`src/rtl/tlbw_pkg.sv`:
```
`timescale 1ns/1ps
package tlbw_pkg;
    localparam int WORD_W   = 64;
    localparam int NARROW_W = 32;
    localparam int PFN_LO   = 6;
    localparam int UC_LO    = 62;
    localparam int UC_W     = 2;

    typedef enum logic [2:0] {
        RK_CACHED_BLK_RD = 3'd0,
        RK_UC_RD_DW      = 3'd1,
        RK_UC_RD_W       = 3'd2,
        RK_UC_RD_PART    = 3'd3,
        RK_UC_WR_DW      = 3'd4,
        RK_UC_WR_W       = 3'd5,
        RK_UC_WR_PART    = 3'd6,
        RK_UC_ACC_BLK_WR = 3'd7
    } req_kind_e;

    typedef enum logic {
        LD_NARROW = 1'b0,
        LD_FULL   = 1'b1
    } load_pol_e;

    typedef enum logic [1:0] {
        SEL_LO_EVEN = 2'd0,
        SEL_LO_ODD  = 2'd1,
        SEL_FMASK   = 2'd2,
        SEL_NONE    = 2'd3
    } reg_sel_e;

    function automatic logic [WORD_W-1:0] shape_load(
        input load_pol_e         pol,
        input logic [WORD_W-1:0] old_v,
        input logic [WORD_W-1:0] new_v
    );
        logic [WORD_W-1:0] r;
        unique case (pol)
            LD_FULL:   r = new_v;
            LD_NARROW: r = {old_v[WORD_W-1:UC_LO],
                            {(UC_LO-NARROW_W){new_v[NARROW_W-1]}},
                            new_v[NARROW_W-1:0]};
            default:   r = new_v;
        endcase
        return r;
    endfunction
endpackage

```
`src/rtl/tlbw_lo_regs.sv`:
```
`timescale 1ns/1ps
module tlbw_lo_regs #(
    parameter int PFN_W = 28
) (
    input  logic                        clk,
    input  logic                        rst_n,
    input  logic                        full_mode,
    input  logic                        wr_en,
    input  logic [1:0]                  wr_sel,
    input  logic [tlbw_pkg::WORD_W-1:0] wr_data,
    output logic [tlbw_pkg::WORD_W-1:0] lo_even,
    output logic [tlbw_pkg::WORD_W-1:0] lo_odd,
    output logic [PFN_W-1:0]            fmask
);
    import tlbw_pkg::*;

    load_pol_e         pol;
    reg_sel_e          sel;
    logic [PFN_W-1:0]  fmask_next;

    assign pol = full_mode ? LD_FULL : LD_NARROW;
    assign sel = reg_sel_e'(wr_sel);

    // Mask field sits at the frame-number position; narrow loads sign-extend it.
    always_comb begin
        for (int k = 0; k < PFN_W; k++) begin
            if (pol == LD_FULL || (PFN_LO + k) < NARROW_W)
                fmask_next[k] = wr_data[PFN_LO + k];
            else
                fmask_next[k] = wr_data[NARROW_W-1];
        end
    end

    always_ff @(posedge clk) begin
        if (!rst_n) begin
            lo_even <= '0;
            lo_odd  <= '0;
            fmask   <= '0;
        end else if (wr_en) begin
            unique case (sel)
                SEL_LO_EVEN: lo_even <= shape_load(pol, lo_even, wr_data);
                SEL_LO_ODD:  lo_odd  <= shape_load(pol, lo_odd, wr_data);
                SEL_FMASK:   fmask   <= fmask_next;
                default:     ;
            endcase
        end
    end

    // a narrow load leaves bits 33..31 uniform
    a_r5_even_uniform: assert property (@(posedge clk) disable iff (!rst_n)
        (wr_en && !full_mode && wr_sel == 2'd0)
        |=> ((&lo_even[33:31]) || !(|lo_even[33:31])));

    // a narrow load keeps the uncached attribute
    a_r4_odd_uc_hold: assert property (@(posedge clk) disable iff (!rst_n)
        (wr_en && !full_mode && wr_sel == 2'd1)
        |=> (lo_odd[WORD_W-1:UC_LO] == $past(lo_odd[WORD_W-1:UC_LO])));

    // select 3 touches no register
    a_r2_none_sel: assert property (@(posedge clk) disable iff (!rst_n)
        (wr_en && wr_sel == 2'd3)
        |=> ($stable(lo_even) && $stable(lo_odd) && $stable(fmask)));
endmodule

```
`src/rtl/tlbw_entry_array.sv`:
```
`timescale 1ns/1ps
module tlbw_entry_array #(
    parameter int ENTRIES = 8,
    parameter int PFN_W   = 28,
    localparam int IDX_W  = $clog2(ENTRIES)
) (
    input  logic             clk,
    input  logic             rst_n,
    input  logic             wr_en,
    input  logic [IDX_W-1:0] wr_idx,
    input  logic [PFN_W-1:0] wr_pfn_even,
    input  logic [PFN_W-1:0] wr_pfn_odd,
    input  logic [1:0]       wr_uc_even,
    input  logic [1:0]       wr_uc_odd,
    input  logic             wr_global,
    input  logic [IDX_W-1:0] rd_idx,
    output logic [PFN_W-1:0] rd_pfn_even,
    output logic [PFN_W-1:0] rd_pfn_odd,
    output logic [1:0]       rd_uc_even,
    output logic [1:0]       rd_uc_odd,
    output logic             rd_global,
    input  logic [IDX_W-1:0] bus_idx,
    output logic [1:0]       bus_uc_even,
    output logic [1:0]       bus_uc_odd
);
    logic [PFN_W-1:0] pfn_e [ENTRIES];
    logic [PFN_W-1:0] pfn_o [ENTRIES];
    logic [1:0]       uc_e  [ENTRIES];
    logic [1:0]       uc_o  [ENTRIES];
    logic             glb   [ENTRIES];

    for (genvar i = 0; i < ENTRIES; i++) begin : g_slot
        logic hit;
        assign hit = wr_en && (wr_idx == IDX_W'(i));

        always_ff @(posedge clk) begin
            if (!rst_n) begin
                pfn_e[i] <= '0;
                pfn_o[i] <= '0;
                uc_e[i]  <= '0;
                uc_o[i]  <= '0;
                glb[i]   <= 1'b0;
            end else if (hit) begin
                pfn_e[i] <= wr_pfn_even;
                pfn_o[i] <= wr_pfn_odd;
                uc_e[i]  <= wr_uc_even;
                uc_o[i]  <= wr_uc_odd;
                glb[i]   <= wr_global;
            end
        end

        // a commit elsewhere leaves this slot alone
        a_r12_slot_hold: assert property (@(posedge clk) disable iff (!rst_n)
            (wr_en && wr_idx != IDX_W'(i))
            |=> ($stable(pfn_e[i]) && $stable(pfn_o[i]) && $stable(uc_e[i])
                 && $stable(uc_o[i]) && $stable(glb[i])));
    end

    assign rd_pfn_even = pfn_e[rd_idx];
    assign rd_pfn_odd  = pfn_o[rd_idx];
    assign rd_uc_even  = uc_e[rd_idx];
    assign rd_uc_odd   = uc_o[rd_idx];
    assign rd_global   = glb[rd_idx];
    assign bus_uc_even = uc_e[bus_idx];
    assign bus_uc_odd  = uc_o[bus_idx];
endmodule

```
`src/rtl/tlbw_bus_attr.sv`:
```
`timescale 1ns/1ps
module tlbw_bus_attr (
    input  logic       clk,
    input  logic       rst_n,
    input  logic       req_valid,
    input  logic [2:0] req_kind,
    input  logic       req_odd,
    input  logic [1:0] uc_even,
    input  logic [1:0] uc_odd,
    output logic       attr_valid,
    output logic [1:0] attr_uc
);
    import tlbw_pkg::*;

    req_kind_e kind;
    logic      drive;

    assign kind = req_kind_e'(req_kind);

    always_comb begin
        unique case (kind)
            RK_UC_RD_DW, RK_UC_RD_W, RK_UC_RD_PART,
            RK_UC_WR_DW, RK_UC_WR_W, RK_UC_WR_PART,
            RK_UC_ACC_BLK_WR: drive = req_valid;
            RK_CACHED_BLK_RD: drive = 1'b0;
            default:          drive = 1'b0;
        endcase
    end

    always_comb begin
        attr_valid = drive;
        attr_uc    = drive ? (req_odd ? uc_odd : uc_even) : 2'b00;
    end

    // nothing is driven outside a qualifying address cycle
    a_r10_quiet: assert property (@(posedge clk) disable iff (!rst_n)
        (!req_valid || req_kind == 3'd0) |-> (!attr_valid && attr_uc == 2'b00));
endmodule

```
`src/rtl/tlbw_commit_top.sv`:
```
`timescale 1ns/1ps
module tlbw_commit_top #(
    parameter int ENTRIES = 8,
    parameter int PFN_W   = 28,
    localparam int IDX_W  = $clog2(ENTRIES)
) (
    input  logic             clk,
    input  logic             rst_n,
    input  logic             full_mode,
    input  logic             reg_wr_en,
    input  logic [1:0]       reg_wr_sel,
    input  logic [63:0]      reg_wr_data,
    input  logic [1:0]       reg_rd_sel,
    output logic [63:0]      reg_rd_data,
    input  logic             tlb_wr,
    input  logic [IDX_W-1:0] tlb_idx,
    input  logic [IDX_W-1:0] rd_idx,
    output logic [PFN_W-1:0] rd_pfn_even,
    output logic [PFN_W-1:0] rd_pfn_odd,
    output logic [1:0]       rd_uc_even,
    output logic [1:0]       rd_uc_odd,
    output logic             rd_global,
    input  logic             req_valid,
    input  logic [2:0]       req_kind,
    input  logic [IDX_W-1:0] req_idx,
    input  logic             req_odd,
    output logic             attr_valid,
    output logic [1:0]       attr_uc
);
    import tlbw_pkg::*;

    localparam int PFN_HI = PFN_LO + PFN_W - 1;

    logic [WORD_W-1:0] lo_even, lo_odd;
    logic [PFN_W-1:0]  fmask;
    logic [PFN_W-1:0]  c_pfn_even, c_pfn_odd;
    logic              c_global;
    logic [1:0]        b_uc_even, b_uc_odd;
    reg_sel_e          rsel;

    tlbw_lo_regs #(.PFN_W(PFN_W)) u_regs (
        .clk(clk), .rst_n(rst_n), .full_mode(full_mode),
        .wr_en(reg_wr_en), .wr_sel(reg_wr_sel), .wr_data(reg_wr_data),
        .lo_even(lo_even), .lo_odd(lo_odd), .fmask(fmask)
    );

    // Commit data: masked frame numbers and merged global bit.
    assign c_pfn_even = lo_even[PFN_HI:PFN_LO] & ~fmask;
    assign c_pfn_odd  = lo_odd[PFN_HI:PFN_LO]  & ~fmask;
    assign c_global   = lo_even[0] & lo_odd[0];

    tlbw_entry_array #(.ENTRIES(ENTRIES), .PFN_W(PFN_W)) u_array (
        .clk(clk), .rst_n(rst_n),
        .wr_en(tlb_wr), .wr_idx(tlb_idx),
        .wr_pfn_even(c_pfn_even), .wr_pfn_odd(c_pfn_odd),
        .wr_uc_even(lo_even[WORD_W-1:UC_LO]), .wr_uc_odd(lo_odd[WORD_W-1:UC_LO]),
        .wr_global(c_global),
        .rd_idx(rd_idx),
        .rd_pfn_even(rd_pfn_even), .rd_pfn_odd(rd_pfn_odd),
        .rd_uc_even(rd_uc_even), .rd_uc_odd(rd_uc_odd), .rd_global(rd_global),
        .bus_idx(req_idx), .bus_uc_even(b_uc_even), .bus_uc_odd(b_uc_odd)
    );

    tlbw_bus_attr u_attr (
        .clk(clk), .rst_n(rst_n),
        .req_valid(req_valid), .req_kind(req_kind), .req_odd(req_odd),
        .uc_even(b_uc_even), .uc_odd(b_uc_odd),
        .attr_valid(attr_valid), .attr_uc(attr_uc)
    );

    assign rsel = reg_sel_e'(reg_rd_sel);

    always_comb begin
        reg_rd_data = '0;
        unique case (rsel)
            SEL_LO_EVEN: reg_rd_data = lo_even;
            SEL_LO_ODD:  reg_rd_data = lo_odd;
            SEL_FMASK:   reg_rd_data[PFN_HI:PFN_LO] = fmask;
            default:     reg_rd_data = '0;
        endcase
    end

    // masked frame bits read back as zero after a commit
    a_r7_mask_clears: assert property (@(posedge clk) disable iff (!rst_n)
        tlb_wr |=> ((rd_idx != $past(tlb_idx)) ||
                    (((rd_pfn_even | rd_pfn_odd) & $past(fmask)) == '0)));

    // stored global bit is the AND of both bit 0 values
    a_r9_global_and: assert property (@(posedge clk) disable iff (!rst_n)
        tlb_wr |=> ((rd_idx != $past(tlb_idx)) ||
                    (rd_global == ($past(lo_even[0]) & $past(lo_odd[0])))));

    // stored attributes come from the staging top bits
    a_r8_uc_copy: assert property (@(posedge clk) disable iff (!rst_n)
        tlb_wr |=> ((rd_idx != $past(tlb_idx)) ||
                    ({rd_uc_even, rd_uc_odd} ==
                     {$past(lo_even[WORD_W-1:UC_LO]), $past(lo_odd[WORD_W-1:UC_LO])})));
endmodule

```
`config.mk`:
```
export PLATFORM = sky130hd
export DESIGN_NAME = tlbw_commit_top
export DESIGN_NICKNAME = d
export VERILOG_FILES = /design/src/rtl/tlbw_pkg.sv /design/src/rtl/tlbw_lo_regs.sv /design/src/rtl/tlbw_entry_array.sv /design/src/rtl/tlbw_bus_attr.sv /design/src/rtl/tlbw_commit_top.sv
export SDC_FILE = /design/constraint.sdc
export NUM_CORES = 1
export LEC_CHECK = 0
export BUFFER_PORTS_ARGS = -buffer_cell sky130_fd_sc_hd__buf_4
export CORE_ASPECT_RATIO = 1.75
export CORE_MARGIN = 5
export CORE_UTILIZATION = 60
export CTS_CLUSTER_DIAMETER = 200
export CTS_CLUSTER_SIZE = 20
export DETAILED_ROUTE_END_ITERATION = 16
export GPL_TIMING_DRIVEN = 0
export MAX_ROUTING_LAYER = met4
export PLACE_DENSITY = 0.77
export SLEW_MARGIN = 20
export SYNTH_ARGS = -nofsm -noshare
export SYNTH_HDL_FRONTEND = slang
export SYNTH_HIERARCHICAL = 1
export SYNTH_SLANG_ARGS = --single-unit
export TNS_END_PERCENT = 100
```
`constraint.sdc`:
```
create_clock -name clk -period 20.6 [get_ports clk]
set_input_delay 4.12 -clock clk [delete_from_list [all_inputs] [get_ports clk]]
set_output_delay 4.12 -clock clk [all_outputs]
set_load 0.1 [all_outputs]
```
; Word level (Yosys, flattened, before mapping)
; Memory sizes are Yosys's and may differ from the RTL's.
; Cells that the tools add are included.
[classes]
n_mux = 75
eq_ne = 18
bitwise_logic = 45
reduce_logical = 18
[op_table]
columns = cell, count
row1 = two-way mux 28 bit, 16
row2 = one-hot mux 64 bit (2 select lines), 1
row3 = one-hot mux 28 bit (3 select lines), 1
row4 = one-hot mux 30 bit (2 select lines), 1
row5 = AND 28 bit, 2
row6 = OR 1 bit, 40
row7 = two-way mux 1 bit, 36
row8 = two-way mux 2 bit, 18
row9 = NOT 28 bit, 1
row10 = "equality test 3 bit, second input constant", 8
row11 = "equality test 3 x 2 -> 1 bit, second input constant", 4
row12 = one-hot mux 6 bit (2 select lines), 1
row13 = logical AND 1 bit, 8
row14 = OR reduction 7 bit, 1
row15 = "equality test 3 x 1 -> 1 bit, second input constant", 2
row16 = zero test 3 bit, 2
row17 = AND reduction 2 bit, 3
row18 = AND reduction 3 bit, 2
row19 = "equality test 2 x 1 -> 1 bit, second input constant", 2
row20 = "equality test 2 bit, second input constant", 2
row21 = zero test 2 bit, 2
row22 = one-hot mux 1 bit (2 select lines), 1
row23 = AND 1 bit, 1
row24 = NOT 1 bit, 1
[totals]
input_bits = 87
wordCells = 166
ramBits = 488
n_memories = 5
regBits = 156
[mem_list]
columns = memory, words, word_bits, read_ports, rd_clocked_by_memory_dff, wr, line_no
row1 = u_array.pfn_e, 8, 28, 1, 0, 8, tlbw_entry_array.sv:26  ; logic [PFN_W-1:0] pfn_e [ENTRIES];
row2 = u_array.pfn_o, 8, 28, 1, 0, 8, tlbw_entry_array.sv:27  ; logic [PFN_W-1:0] pfn_o [ENTRIES];
row3 = u_array.uc_e, 8, 2, 2, 0, 8, tlbw_entry_array.sv:28  ; logic [1:0] uc_e [ENTRIES];
row4 = u_array.uc_o, 8, 2, 2, 0, 8, tlbw_entry_array.sv:29  ; logic [1:0] uc_o [ENTRIES];
row5 = u_array.glb, 8, 1, 1, 0, 8, tlbw_entry_array.sv:30  ; logic glb [ENTRIES];

; Logic depth before layout (Yosys ltp)
; Gate-level depths: netlist of run 1.
[depth]
word_depth = 6
depth_mapped = 6
mapped_depth_nobuf = 4

; Modules after synthesis
; The synthesis of run 1 kept the hierarchy.
[by_module_without_submodules]
columns = mod, n_inst, seq_area_each_um2, area_each_um2, cells_each
row1 = tlbw_entry_array, 1, 14644.0, 21912.3, 1284
row2 = tlbw_lo_regs, 1, 3123.0, 5281.3, 538
row3 = tlbw_commit_top, 1, 0.0, 1531.5, 203
row4 = tlbw_bus_attr, 1, 0.0, 52.6, 6

; Least setup slack after synthesis of run 1
; Ideal clock, no wire load.
[synth_path]
path_kind = input to output
start = in req_idx[0]
end = out attr_uc[0]
required_time_ns = 16.480
path_slack_ns = 10.398
arrival_ns = 6.082
path_stages = 5
path_cell_list = buf_2 mux4_2 mux2_2 mux2i_1 nor2_1
[synth_between]
elab_chain_len = 3
elab_cells_between_ends = 4
classes_between = mux (2) / memory (2)
[synth_rtl]
columns = item, line_no
row1 = "start, declared", tlbw_commit_top.sv:25  ; input logic [IDX_W-1:0] req_idx,
row2 = memory (8 x 2 bit), n/a
row3 = net b_uc_odd[0], tlbw_commit_top.sv:38  ; logic [1:0] b_uc_even, b_uc_odd;
row4 = two-way mux 2 bit (2 in series), tlbw_bus_attr.sv:32  ; attr_uc = drive ? (req_odd ? uc_odd : uc_even) : 2'b00;
row5 = "end, declared", tlbw_commit_top.sv:28  ; output logic [1:0] attr_uc
; The timed path passes the listed nets, and every way through them passes these cells.

; Worst setup path in the final report of run 1
[layout_path]
start = in rd_idx[2]
end = out rd_pfn_odd[25]
[layout_between]
elab_chain_len = 1
[layout_rtl]
columns = item, line_no
row1 = "start, declared", tlbw_commit_top.sv:17  ; input logic [IDX_W-1:0] rd_idx,
row2 = memory (8 x 28 bit), n/a
row3 = "end, declared", tlbw_commit_top.sv:19  ; output logic [PFN_W-1:0] rd_pfn_odd,
; Every way passes these cells.

==> flow_metrics.py, run 1 <==
metrics = {
    "run_status": {
        "run_status": "finished, final reports clean",
    },
    "grt": {
        "antenna_found_initial": 3,
        "grt_pass1_vias": 19300,
        "grt_max_degree": 22,
        "grt_pass1_wl_um": 119000,
        "grt.total_usage_pct": 31.2,
        "overflow": 0,
    },
    "setup_path": {
        "cp-end-kind": "primary output",
        "crit_path_top_delay_cell": "clkbuf_1",
        "reg2reg_from": "u_regs/lo_odd[0]",
        "cpMostUsedCell": "clkbuf_1",
        "cp_top_family": "buffers and inverters",
        "crit_arrival_ps": 6550,
        "max_stage_delay_ps": 710,
        "worst-path-max-fanout": 10,
        "crit_chain": "clkbuf_1 -> clkbuf_1 -> buf_2 -> mux4_2 -> mux2_2 -> buf_4",
        "criticalPathCategory": "in -> out",
        "required_ps": 16480,
        "cp-startpoint": "rd_idx[2]",
        "critPathBufInv": 4,
        "start_kind": "input pin",
    },
    "clocking": {
        "cts_tree": "done",
        "cts_resized": 0,
        "cts_max_level": 2,
        "clock_sinks": 644,
        "cts_setup_buffers": 0,
        "root_buffer": "clkbuf_16",
        "hold_buffers": 0,
        "clkLatencyLatePin_ps": 560,
        "clk_path_buf_depth": 3,
        "clk_pin_slew_ps": 60,
        "cts-buffers-inserted": 38,
    },
    "worst_hold_path": {
        "worstHoldPathType": "reg -> reg",
        "min-delay-start": "u_regs/lo_odd[42]",
    },
    "detailed_routing": {
        "drcViolationCount": 0,
        "drtIter0Drc": 1718,
        "wl_um": 80000,
        "drt-pass1-iter-count": 5,
        "viasPerCell": 6.24,
        "ant_nets": 0,
        "num_vias": 18300,
        "wl_per_cell_um": 27.3,
    },
    "floorplanning": {
        "die_w_um": 176,
        "die_h_um": 300,
        "fp.dieArea_sq_um": 52600,
        "initial_core_util_pct": 60.4,
        "rows": 106,
        "core_sq_um": 47600,
        "pin_count": 215,
    },
    "synthesis": {
        "ys_ff_latch": 644,
        "yosysSeqAreaShare_pct": 61.7,
        "ys_async_sr_fraction_pct": 0,
        "synth-edff-count": 487,
        "syn_area_sq_um": 28800,
        "synth_cells": 2031,
        "synth.area.top_cells": "edfxtp_1 (51%), dfxtp_1 (11%), and2_1 (11%)",
        "synth_top_area_cell": "edfxtp_1",
        "synth.distinct_cells": 33,
        "synth_top_cells_by_count": "and2_1 (488), edfxtp_1 (487), dfxtp_1 (157)",
        "synth_most_common_cell": "and2_1",
        "syn-num-nets": 2118,
        "yosys.area.top_type_share_pct": 50.8,
        "synthFlopType": "edfxtp_1",
        "yosys_warnings": 6,
        "avgSynthCellArea_sq_um": 14.2,
    },
    "placed_design": {
        "io_buffers": 206,
        "gp_congestion": 0.919,
        "dp_cells": 2863,
        "dp_hpwl_um": 59500,
        "place_area_sq_um": 31900,
    },
    "timing": {
        "finalSetupViolations": 0,
        "finClkSkew_ps": 18.6,
        "rsz0062_at_grt": "false",
        "final_max_slew_viol_count": 0,
        "tns_ps": 0,
        "max_freq_mhz": 93.7,
        "min_period_ps": 10670,
        "fin_crit_sh_pct": 51.8,
        "worstMarginPinSlew_ps": 1180,
        "hold_viol_final": 0,
        "slew_headroom_pct": 21.2,
    },
    "final_layout": {
        "final_cells": 2934,
        "nets": 2396,
        "area_growth_pct": 14.7,
        "final_area_sq_um": 33000,
        "layout-drive-gt1-share_pct": 23.4,
    },
    "power_and_ir_drop": {
        "p_total_mw": 2.64,
        "power_leakage_nw": 12.5,
        "power_density_nw_per_um2": 79.9,
        "ir_drop_uv": 55.7,
    },
    "flow_run": {
        "drv_cap": 0,
    },
}
==> stage by stage <==
| step | util, % | setup slack, ps | hold slack, ps |
|---|---|---|---|
| after detailed placement | 66.9 | 9990 | 446 |
| after global routing | 69.3 | 9900 | 480 |
| final | 69.3 | 9930 | 465 |
| after global placement | 65.2 | 7050 | 443 |
| after CTS | 69.3 | 9960 | 466 |
| after floorplan | - | 10400 | 432 |
==> placed cells by master, fill, tap and decap left out, types with 2 or more instances in the layout <==
| master | count |
|---|---|
| mux2i_1 | 72 |
| buf_4 | 207 |
| a21oi_1 | 28 |
| clkbuf_16 | 41 |
| nand3b_1 | 3 |
| o21ai_1 | 32 |
| and3b_1 | 2 |
| nor2_1 | 44 |
| o21ai_0 | 58 |
| buf_12 | 3 |
| buf_6 | 25 |
| nand2_1 | 43 |
| clkbuf_1 | 112 |
| buf_8 | 7 |
| mux4_2 | 130 |
| a21boi_1 | 3 |
| o21ai_4 | 6 |
| o211a_1 | 2 |
| inv_1 | 2 |
| buf_1 | 10 |
| and2_1 | 488 |
| nand3_1 | 94 |
| diode_2 | 3 |
| nand2b_1 | 3 |
| mux2_2 | 65 |
| buf_2 | 38 |
| edfxtp_1 | 487 |
| buf_16 | 19 |
| o31ai_4 | 3 |
| dfxtp_1 | 157 |
| o2bb2ai_1 | 88 |
| nor2b_1 | 58 |
==> logic make-up (layout without fill, tap and decap cells) <==
logic type	after synthesis	in the layout	share of synthesized area [%]
other	0	3	0
AOI/OAI and AO/OA	221	221	5.13
and+or+nand+nor	740	740	15.0
buffers and inverters	159	465	2.92
muxes	267	267	15.2
DFF	644	644	61.7
==> power breakdown <==
part / switching [mW] / internal, mW / leakage [nW] / total (mW)
clock network: 0.413 / 0.375 / 0.543 / 0.788
registers: 0.0192 / 1.44 / 6.34 / 1.46
logic: 0.267 / 0.120 / 5.58 / 0.386
total: 0.699 / 1.94 / 12.5 / 2.64
==> path summary, 6_finish.rpt <==
check                      endpoint  slack (ps)  cells past startpoint
hold reg to reg   u_regs/lo_odd[42]         460                      1
setup / recovery     rd_pfn_odd[25]        9930                      6
hold / removal    u_regs/lo_odd[42]         460                      1
setup reg to reg     u_array/glb[4]       19060                      3
==> sequential cells by signal (all words and copies together), names as in the netlist <==
signal          cells
u_array/glb         8
u_array/pfn_e     224
u_array/pfn_o     224
u_array/uc_e       16
u_array/uc_o       16
u_regs/fmask       28
u_regs/lo_even     64
u_regs/lo_odd      64
==> per-layer routing <==
metal	GRT usage, %	part of all wire (%)	vias to the layer above
li1	-	-	8031
met5	-	0	-
met1	33.8	34	9143
met4	17.7	7.3	0
met2	53.8	52	888
met3	5.69	7.3	248
==> final cells by class <==
type,instances,area (sq um)
Tap cell,594,743
Multi-Input combinational cell,1228,10300
Sequential cell,644,17800
Timing Repair Buffer,238,2240
Buffer,157,832
Clock inverter,1,16.3
Antenna cell,3,7.51
Fill cell,3220,14600
Clock buffer,67,1120
Inverter,2,7.51
==> worst reg2reg max path, cell delays in order (launching register included) <==
cell and delay, ps:
dfxtp_1 350, and2_1 330, or4b_2 640, a21boi_1 150
Note: power is estimated with default switching activity, not from simulation.
==> run 2, diff against run 1 <==
--- a/config.mk
+++ b/config.mk
@@ -8,13 +8,13 @@
 export BUFFER_PORTS_ARGS = -buffer_cell sky130_fd_sc_hd__buf_4
 export CORE_ASPECT_RATIO = 1.75
 export CORE_MARGIN = 5
-export CORE_UTILIZATION = 60
+export CORE_UTILIZATION = 55
 export CTS_CLUSTER_DIAMETER = 200
 export CTS_CLUSTER_SIZE = 20
 export DETAILED_ROUTE_END_ITERATION = 16
 export GPL_TIMING_DRIVEN = 0
 export MAX_ROUTING_LAYER = met4
-export PLACE_DENSITY = 0.77
+export PLACE_DENSITY = 0.74
 export SLEW_MARGIN = 20
 export SYNTH_ARGS = -nofsm -noshare
 export SYNTH_HDL_FRONTEND = slang
==> constraint.sdc (replaced) <==
create_clock -name clk -period 9.65 [get_ports clk]
set_input_delay 1.93 -clock clk [delete_from_list [all_inputs] [get_ports clk]]
set_output_delay 1.93 -clock clk [all_outputs]
set_load 0.1 [all_outputs]
==> run 2 against run 1 <==
Clock power up 110%. Non-clock buffer count up 1. First-iteration DRC count up 1.7%.
==> flow_metrics.py, run 2 (synthesized netlist as in run 1, its figures left out) <==
metrics = {
    "run_status": {
        "run_status": "finished, final reports clean",
    },
    "clocking": {
        "cts_setup_buffers": 0,
        "hold_buffers": 0,
        "cts_tree": "done",
        "clkLatencyLatePin_ps": 560,
        "cts_max_level": 2,
        "clk_pin_slew_ps": 80,
        "root_buffer": "clkbuf_16",
        "cts_resized": 0,
        "cts-buffers-inserted": 38,
        "clock_sinks": 644,
        "clk_path_buf_depth": 3,
    },
    "flow_run": {
        "drv_cap": 0,
    },
    "detailed_routing": {
        "viasPerCell": 6.12,
        "ant_nets": 0,
        "wl_per_cell_um": 27.6,
        "wl_um": 82900,
        "num_vias": 18400,
        "drtIter0Drc": 1747,
        "drcViolationCount": 0,
        "drt-pass1-iter-count": 6,
    },
    "worst_hold_path": {
        "worstHoldPathCells": 1,
        "min-delay-start": "u_regs/lo_odd[44]",
        "hold_path_end": "u_regs/lo_odd[44]",
        "worstHoldPathType": "reg -> reg",
    },
    "placed_design": {
        "gp_congestion": 0.925,
        "dp_hpwl_um": 62100,
        "place_area_sq_um": 32000,
        "io_buffers": 206,
    },
    "final_layout": {
        "n_fill_cell": 3855,
        "layout_common_cells": "and2_1 (488), edfxtp_1 (487), buf_4 (207)",
        "final_util_pct": 63.5,
        "layout-drive-gt1-share_pct": 23.6,
        "multi_input_area_sq_um": 10300,
        "area_growth_pct": 15.0,
        "final_common_cell": "and2_1",
        "seq_area_sq_um": 17800,
        "nets": 2397,
        "largestRegisters": "u_array/pfn_e (224), u_array/pfn_o (224)",
        "final_area_sq_um": 33100,
    },
    "timing": {
        "tns_ps": 0,
        "min_period_ps": 6180,
        "hold_ws_ps": 464,
        "hold_viol_final": 0,
        "finalSetupViolations": 0,
        "rsz0062_at_grt": "false",
        "final_max_slew_viol_count": 0,
        "finClkSkew_ps": 24.7,
        "fin_crit_sh_pct": 64.1,
        "worstMarginPinSlew_ps": 1160,
        "slew_headroom_pct": 22.4,
        "max_freq_mhz": 162,
    },
    "grt": {
        "antenna_found_initial": 4,
        "grt_max_degree": 22,
        "grt_pass1_wl_um": 122000,
        "grt.total_usage_pct": 29.6,
        "overflow": 0,
        "grt_pass1_vias": 19400,
    },
    "setup_path": {
        "worst-path-max-fanout": 10,
        "crit_path_top_delay_cell": "clkbuf_1",
        "cpMostUsedCell": "clkbuf_1",
        "reg2reg_from": "u_regs/lo_odd[7]",
        "r2r_end": "u_array/pfn_o[4][1]",
        "crit_arrival_ps": 4250,
        "crit_chain": "clkbuf_1 -> clkbuf_1 -> buf_2 -> mux4_2 -> mux2_2 -> buf_4",
        "start_kind": "input pin",
        "criticalPathCategory": "in -> out",
        "required_ps": 7720,
        "cp-end-kind": "primary output",
        "reg2reg_slack_ps": 8050,
        "max_stage_delay_ps": 630,
        "rr_worst_depth": 2,
    },
    "floorplanning": {
        "die_w_um": 183,
        "fp.dieArea_sq_um": 57200,
        "die_h_um": 313,
        "core_sq_um": 52100,
        "pin_count": 215,
        "initial_core_util_pct": 55.3,
        "rows": 111,
    },
    "power_and_ir_drop": {
        "power_density_nw_per_um2": 170,
        "power_leakage_nw": 12.5,
        "p_total_mw": 5.61,
        "ir_drop_uv": 146,
    },
}
## run 2: layout make-up
cell class                      count  share of cell area [%]
Clock inverter                      1                  0.0492
Antenna cell                        4                  0.0303
Timing Repair Buffer              239                    6.85
Tap cell                          678                    2.56
Clock buffer                       53                    3.24
Sequential cell                   644                    53.7
Inverter                            2                  0.0227
Multi-Input combinational cell   1228                    31.0
Buffer                            157                    2.52
## run 2: worst max path at each step
stage | from | to | slack [ps]
CTS | rd_idx[2] | rd_pfn_even[16] | 3430
finish | rd_idx[2] | rd_pfn_even[2] | 3470
floorplan | tlb_idx[0] | u_array/glb[0] | 2400
global route | rd_idx[2] | rd_pfn_even[2] | 3450
global placement | tlb_idx[2] | u_array/pfn_o[0][19] | -2080
detailed placement | rd_idx[2] | rd_pfn_even[16] | 3430
## run 2: worst max-delay path: cells and delay by family
family   cells  cell delay, ps
mux          2             700
buf+inv      4            1610
## run 2: power breakdown
part | internal, mW | total (mW) | switching [mW] | leakage, nW
combinational | 0.257 | 0.834 | 0.578 | 5.59
sequential | 3.08 | 3.12 | 0.0422 | 6.34
clock | 0.778 | 1.65 | 0.875 | 0.527
## run 2: per-stage QoR
stage / worst slack, ps / std cells
floorplan: 2400 / 2031
global placement: -2080 / 2915
detailed placement: 3430 / 2948
CTS: 3430 / 3002
global route: 3450 / 3005
finish: 3470 / 3006
## run 2: routing by layer
metal / wire length, um / vias up / global-route usage (%)
met4: 5050 / 0 / 14.6
met2: 44300 / 866 / 53.2
li1: - / 8011 / -
met1: 27800 / 9309 / 31.0
met3: 5760 / 223 / 5.29
met5: 0 / - / -
